==> src/rtl/vaddr_pkg.sv <==
package vaddr_pkg;

    localparam int unsigned REG_AW  = 12;
    localparam int unsigned DATA_W  = 32;
    localparam int unsigned IDX_W   = 6;

    localparam logic [REG_AW-1:0] OFF_CUR = 12'h030;
    localparam logic [REG_AW-1:0] OFF_DEF = 12'h034;
    localparam logic [3:0]        PAGE_SADDR = 4'h1;
    localparam logic [3:0]        PAGE_SCTRL = 4'h2;

    typedef enum logic [2:0] {
        REG_NONE,
        REG_CUR,
        REG_DEF,
        REG_SADDR,
        REG_SCTRL
    } reg_sel_e;

    typedef struct packed {
        reg_sel_e           sel;
        logic [IDX_W-1:0]   idx;
    } apb_dec_t;

    // Map a byte address onto a register selector; misaligned is a hole.
    function automatic apb_dec_t decode_addr(input logic [REG_AW-1:0] a,
                                             input int unsigned nslot);
        apb_dec_t d;
        d.sel = REG_NONE;
        d.idx = a[IDX_W+1:2];
        if (a[1:0] == 2'b00) begin
            if (a == OFF_CUR)
                d.sel = REG_CUR;
            else if (a == OFF_DEF)
                d.sel = REG_DEF;
            else if (a[11:8] == PAGE_SADDR && 32'(a[IDX_W+1:2]) < nslot)
                d.sel = REG_SADDR;
            else if (a[11:8] == PAGE_SCTRL && 32'(a[IDX_W+1:2]) < nslot)
                d.sel = REG_SCTRL;
        end
        return d;
    endfunction

endpackage

==> src/rtl/vaddr_slot_bank.sv <==
module vaddr_slot_bank
    import vaddr_pkg::*;
#(
    parameter int unsigned NSLOT = 16,
    parameter int unsigned NSRC  = 32,
    localparam int unsigned SRC_W = $clog2(NSRC)
)(
    input  logic                          clk,
    input  logic                          rst,
    input  logic                          wr_en,
    input  apb_dec_t                      dec,
    input  logic [DATA_W-1:0]             wdata,
    input  logic [NSRC-1:0]               irq_status,
    output logic [NSLOT-1:0][DATA_W-1:0]  slot_addr,
    output logic [NSLOT-1:0][SRC_W-1:0]   slot_src,
    output logic [NSLOT-1:0]              slot_en,
    output logic [NSLOT-1:0]              hit
);

    for (genvar k = 0; k < NSLOT; k++) begin : g_slot
        logic sel_addr;
        logic sel_ctrl;

        assign sel_addr = wr_en && dec.sel == REG_SADDR && dec.idx == IDX_W'(k);
        assign sel_ctrl = wr_en && dec.sel == REG_SCTRL && dec.idx == IDX_W'(k);

        always_ff @(posedge clk) begin
            if (rst) begin
                slot_addr[k] <= '0;
                slot_src[k]  <= '0;
                slot_en[k]   <= 1'b0;
            end else begin
                if (sel_addr)
                    slot_addr[k] <= wdata;
                if (sel_ctrl) begin
                    slot_src[k] <= wdata[SRC_W-1:0];
                    slot_en[k]  <= wdata[SRC_W];
                end
            end
        end

        assign hit[k] = slot_en[k] & irq_status[slot_src[k]];
    end

endmodule

==> src/rtl/vaddr_prio_pick.sv <==
module vaddr_prio_pick #(
    parameter int unsigned N  = 16,
    localparam int unsigned IW = (N > 1) ? $clog2(N) : 1
)(
    input  logic [N-1:0]  req,
    output logic          found,
    output logic [IW-1:0] idx
);

    // Lowest index wins: scan downward so the last assignment is the lowest.
    always_comb begin
        found = 1'b0;
        idx   = '0;
        for (int k = N - 1; k >= 0; k--) begin
            if (req[k]) begin
                found = 1'b1;
                idx   = IW'(k);
            end
        end
    end

endmodule

==> src/rtl/vaddr_level_stack.sv <==
module vaddr_level_stack #(
    parameter int unsigned DEPTH = 17,
    parameter int unsigned LW    = 5,
    parameter int unsigned IDLE  = 17,
    localparam int unsigned PW = $clog2(DEPTH + 1)
)(
    input  logic          clk,
    input  logic          rst,
    input  logic          push,
    input  logic [LW-1:0] push_lvl,
    input  logic          pop,
    output logic [LW-1:0] cur_lvl
);

    logic [DEPTH-1:0][LW-1:0] stk;
    logic [PW-1:0]            sp;

    // Levels only ever decrease on push, so DEPTH entries cannot overflow.
    always_ff @(posedge clk) begin
        if (rst) begin
            cur_lvl <= LW'(IDLE);
            sp      <= '0;
            stk     <= '0;
        end else if (push) begin
            stk[sp] <= cur_lvl;
            sp      <= sp + 1'b1;
            cur_lvl <= push_lvl;
        end else if (pop && sp != '0) begin
            cur_lvl <= stk[sp - 1'b1];
            sp      <= sp - 1'b1;
        end
    end

endmodule

==> src/rtl/vaddr_unit.sv <==
module vaddr_unit
    import vaddr_pkg::*;
#(
    parameter int unsigned NSLOT = 16,
    parameter int unsigned NSRC  = 32
)(
    input  logic              clk,
    input  logic              rst,
    input  logic              psel,
    input  logic              penable,
    input  logic              pwrite,
    input  logic [REG_AW-1:0] paddr,
    input  logic [DATA_W-1:0] pwdata,
    output logic [DATA_W-1:0] prdata,
    input  logic [NSRC-1:0]   irq_status,
    output logic              irq_o
);

    localparam int unsigned SRC_W    = $clog2(NSRC);
    localparam int unsigned IW       = (NSLOT > 1) ? $clog2(NSLOT) : 1;
    localparam int unsigned LVL_DEF  = NSLOT;
    localparam int unsigned LVL_IDLE = NSLOT + 1;
    localparam int unsigned LW       = $clog2(NSLOT + 2);

    apb_dec_t                       dec;
    logic                           wr_en;
    logic                           rd_en;
    logic                           vec_rd;
    logic                           vec_ack;
    logic [DATA_W-1:0]              def_addr;
    logic [NSLOT-1:0][DATA_W-1:0]   slot_addr;
    logic [NSLOT-1:0][SRC_W-1:0]    slot_src;
    logic [NSLOT-1:0]               slot_en;
    logic [NSLOT-1:0]               hit;
    logic [NSLOT-1:0]               elig;
    logic                           found;
    logic [IW-1:0]                  win;
    logic [LW-1:0]                  cur_level;
    logic                           def_ok;
    logic                           enter;
    logic [LW-1:0]                  enter_lvl;
    logic [DATA_W-1:0]              vect_addr;

    assign dec     = decode_addr(paddr, NSLOT);
    assign wr_en   = psel & penable & pwrite;
    assign rd_en   = psel & penable & ~pwrite;
    assign vec_rd  = rd_en && dec.sel == REG_CUR;
    assign vec_ack = wr_en && dec.sel == REG_CUR;

    always_ff @(posedge clk) begin
        if (rst)
            def_addr <= '0;
        else if (wr_en && dec.sel == REG_DEF)
            def_addr <= pwdata;
    end

    vaddr_slot_bank #(.NSLOT(NSLOT), .NSRC(NSRC)) u_bank (
        .clk        (clk),
        .rst        (rst),
        .wr_en      (wr_en),
        .dec        (dec),
        .wdata      (pwdata),
        .irq_status (irq_status),
        .slot_addr  (slot_addr),
        .slot_src   (slot_src),
        .slot_en    (slot_en),
        .hit        (hit)
    );

    // Only slots strictly above the in-service level may compete.
    for (genvar k = 0; k < NSLOT; k++) begin : g_elig
        assign elig[k] = hit[k] && (cur_level > LW'(k));
    end

    vaddr_prio_pick #(.N(NSLOT)) u_pick (
        .req   (elig),
        .found (found),
        .idx   (win)
    );

    assign def_ok    = (|irq_status) && (cur_level > LW'(LVL_DEF));
    assign enter     = found | def_ok;
    assign enter_lvl = found ? LW'(win) : LW'(LVL_DEF);
    assign vect_addr = found ? slot_addr[win] : def_addr;
    assign irq_o     = enter;

    vaddr_level_stack #(.DEPTH(NSLOT + 1), .LW(LW), .IDLE(LVL_IDLE)) u_stack (
        .clk      (clk),
        .rst      (rst),
        .push     (vec_rd && enter),
        .push_lvl (enter_lvl),
        .pop      (vec_ack),
        .cur_lvl  (cur_level)
    );

    always_comb begin
        unique case (dec.sel)
            REG_CUR:   prdata = vect_addr;
            REG_DEF:   prdata = def_addr;
            REG_SADDR: prdata = slot_addr[dec.idx[IW-1:0]];
            REG_SCTRL: prdata = DATA_W'({slot_en[dec.idx[IW-1:0]],
                                         slot_src[dec.idx[IW-1:0]]});
            default:   prdata = '0;
        endcase
    end

endmodule

==> config.mk <==
export PLATFORM = sky130hd
export DESIGN_NAME = vaddr_unit
export DESIGN_NICKNAME = d
export VERILOG_FILES = /design/src/rtl/vaddr_pkg.sv /design/src/rtl/vaddr_slot_bank.sv /design/src/rtl/vaddr_prio_pick.sv /design/src/rtl/vaddr_level_stack.sv /design/src/rtl/vaddr_unit.sv
export SDC_FILE = /design/constraint.sdc
export NUM_CORES = 2
export LEC_CHECK = 0
export BUFFER_PORTS_ARGS = -buffer_cell sky130_fd_sc_hd__buf_2
export CORE_MARGIN = 2
export CORE_UTILIZATION = 45
export DETAILED_ROUTE_END_ITERATION = 12
export GPL_TIMING_DRIVEN = 0
export SYNTH_ARGS = -nofsm -noshare
export SYNTH_HDL_FRONTEND = slang
export SYNTH_SLANG_ARGS = --single-unit
==> constraint.sdc <==
create_clock -name clk -period 7.7 [get_ports clk]
set_input_delay 1.155 -clock clk [delete_from_list [all_inputs] [get_ports clk]]
set_output_delay 1.155 -clock clk [all_outputs]
set_load 0.01 [all_outputs]
==> impl_metrics.json <==
{
  "outcome": "complete, but fails checks",
  "violations": "capacitance limit, slew limit, setup timing",
  "syn_nets": 4547,
  "grt_pass1_vias": 35900,
  "cts_max_level": 3,
  "avgViaCountPerCell": 6.61,
  "ys_types": 67,
  "wl_per_cell_um": 30.8,
  "slew_headroom_pct": -6.70,
  "rsz0062_at_grt": "false",
  "final.setup.tns_ps": -296,
  "cts_buffer_depth": 3,
  "pwr-share-comb_pct": 6.2,
  "finalNonFillerCells": 5873,
  "hold_viol": 0,
  "cp.arrival_ps": 6690,
  "die_w_um": 304,
  "nets": 4717,
  "fin_crit_sh_pct": 102,
  "ant_nets": 0,
  "sw_frac_of_total_pct": 25.5,
  "antenna_found_initial": 14,
  "drive_gt1_share_pct": 14.2,
  "async_flop_share_pct": 0,
  "synth.area.top_cells": "dfxtp_1 (36%), mux4_2 (20%), mux2i_1 (12%)",
  "crit_type": "input port to output pin",
  "io_buffers": 79,
  "wirelength_mm": 181,
  "synthesis.area_mm2": 0.0405,
  "yosys_register_bits": 735,
  "cpLargestDelayFamily": "compound AO/OA/AOI/OAI gates",
  "drt-pass1-iter-count": 8,
  "multi_input_area_mm2": 0.0238,
  "grt_max_degree": 13,
  "coreArea_mm2": 0.0896,
  "post-place-ws_ps": -425,
  "overflow": 0,
  "syn2layout_area_growth_pct": 11.7,
  "internal_power_uw": 6250,
  "rows": 110,
  "cts_buffers": 85,
  "n_fill_cell": 8531,
  "tightest_slew_ps": 1600,
  "setup_ws_ps": -144,
  "p_leak_uw": 0.0134,
  "finalSetupViolCount": 5,
  "syn_avg_cell_area_um2": 9.08,
  "synth_top_cell_area_share_pct": 36.3,
  "ys_seq_area_share_pct": 36.3,
  "cts_tree": "yes",
  "yosysMostFrequentCell": "nand2_1",
  "num_vias": 38800,
  "io_pins": 114,
  "hold_buffers": 0,
  "critPathCaptureType": "output pin",
  "critPathMaxStageDelay_ps": 620,
  "grt_use_total_pct": 38.0,
  "worstPathCellList": "buf_2 -> clkbuf_1 -> mux4_2 -> mux2i_1 -> a2111oi_0 -> o221ai_1 -> o211ai_1 -> a21oi_1 -> o31ai_1 -> buf_2 -> buf_2 -> clkbuf_4 -> mux2i_1 -> o22ai_1 -> nor4_1 -> o21ai_0 -> buf_2",
  "place_hpwl_mm": 125,
  "synthCells": 4461,
  "dpl.cell_count": 5720,
  "critPathMostFrequentCell": "buf_2",
  "start_kind": "input port",
  "clockPowerShare_pct": 48.5,
  "drv_cap": 4,
  "seq_power_share_pct": 45.3,
  "synth_common_cells": "nand2_1 (1,140), dfxtp_1 (735), a21oi_1 (561), mux2i_1 (483), clkbuf_1 (389)",
  "synth-main-ff-cell": "dfxtp_1",
  "drc": 0,
  "hp-class": "flop to flop",
  "synth_edf_count": 0,
  "die_h_um": 304,
  "clkSinkCount": 735,
  "clk_pin_slew_worst_paths_ps": 60,
  "register_area_mm2": 0.0147,
  "yosysWarnings": 0,
  "power.density_mw_per_mm2": 185,
  "slowest_stage": "nor4_1",
  "placed_cell_area_mm2": 0.0425,
  "power_switching_uw": 2140,
  "utilization_pct": 50.5,
  "dieArea_mm2": 0.0924,
  "drv_slew": 39,
  "detail_route.iter0.violations": 6089,
  "design_area_mm2": 0.0453,
  "grt_first_pass_wirelength_mm": 255,
  "critical_path_required_ps": 6550,
  "cts_root_buf": "clkbuf_16",
  "clock_latency_ps": 670,
  "crit_buf_inv": 6,
  "start_util_pct": 45.2,
  "yosysTopAreaCell": "dfxtp_1",
  "peakVddDrop_mv": 0.206,
  "fmax_mhz": 127,
  "gp_congestion": 1.02,
  "finClkSkew_ps": 26.0,
  "path_max_fanout": 10,
  "fin_crit_ps": 7840
}
[worst min-delay path: cells and delay by family, from the launching register on]
family	cells	cell delay, ps
AND/OR/NAND/NOR	1	50
flip-flops	1	310
AO/OA/AOI/OAI	1	50
[cell type report]
type                    instances  area share, %
clock inverters                24          0.675
clock buffers                 120           5.32
well taps                    1176           3.25
repair buffers                 83           1.02
flip-flops and latches        735           32.5
diodes                          9         0.0498
multi-input cells            3219           52.6
plain buffers                 492           4.47
inverters                      15          0.124
[power by group through the flow]
stage          registers (µW)  clock network [µW]  logic [µW]
6_report                 3800                4080         517
5_1_grt                  3800                4210         518
4_1_cts                  3800                4060         488
3_5_place_dp             3890                   0         488
3_3_place_gp             3890                   0         484
2_1_floorplan            3890                   0         263
[layer usage]
layer  wire [µm]  up-vias  global-route usage (%)
met2       74000     3002                    53.8
met3       27200      731                    13.3
met4       12600       14                    22.2
met5          95        -                       0
li1            -    16200                       -
met1       67300    18900                    50.0
[cell families (layout without fill, tap and decap cells)]
logic type,count (synthesis),in the layout,synth area share (%)
mux,844,844,31.8
simple gates,1543,1543,15.4
buf+inv,507,734,4.98
flops,735,735,36.3
xor+xnor,5,5,0.108
fa+ha+maj,5,5,0.154
other cells,0,9,0
compound gates,822,822,11.2
[cells in the final DEF (no fill, tap or decap), types with 9 or more instances in the layout]
cell type	n
buf_2	118
a211oi_1	9
nand3_1	11
o21ai_0	20
and3_1	19
nor2_1	243
clkbuf_1	387
buf_1	45
nor3_1	13
a21oi_1	561
o22ai_1	124
or3_1	9
clkinv_2	9
clkbuf_8	15
o21ai_1	26
mux4_2	355
clkbuf_16	85
mux2i_1	483
diode_2	9
inv_1	14
clkbuf_2	24
a22oi_1	41
dfxtp_1	735
nor4_1	40
nand2_1	1140
[state kept, by name, summed over array words and instances (netlist names)]
signal,flops
u_bank.slot_addr,512
u_stack.stk,85
u_stack.cur_lvl,5
u_bank.slot_en,16
u_bank.slot_src,80
u_stack.sp,5
def_addr,32
[metrics by stage]
step	hold slack, ps	total power (µW)
CTS	457	8350
floorplan	436	4150
global route	478	8530
finish	459	8390
detailed placement	449	4370
global placement	444	4370
[path summary, 6_finish.rpt]
path                       startpoint                 end  slack, ps  cells past startpoint
hold reg to reg          def_addr[24]        def_addr[24]        460                      2
hold / removal           def_addr[24]        def_addr[24]        460                      2
setup / recovery       irq_status[18]           prdata[3]       -140                     17
setup reg to reg  u_bank.slot_src[72]  u_stack.cur_lvl[0]       2750                     15
[timing repair]
item	in CTS	in global routing
buffers inserted	0	0
endpoints found under the setup margin	30	28
gates resized for setup	14	54
No activity file was read; power rests on OpenSTA's default activity.
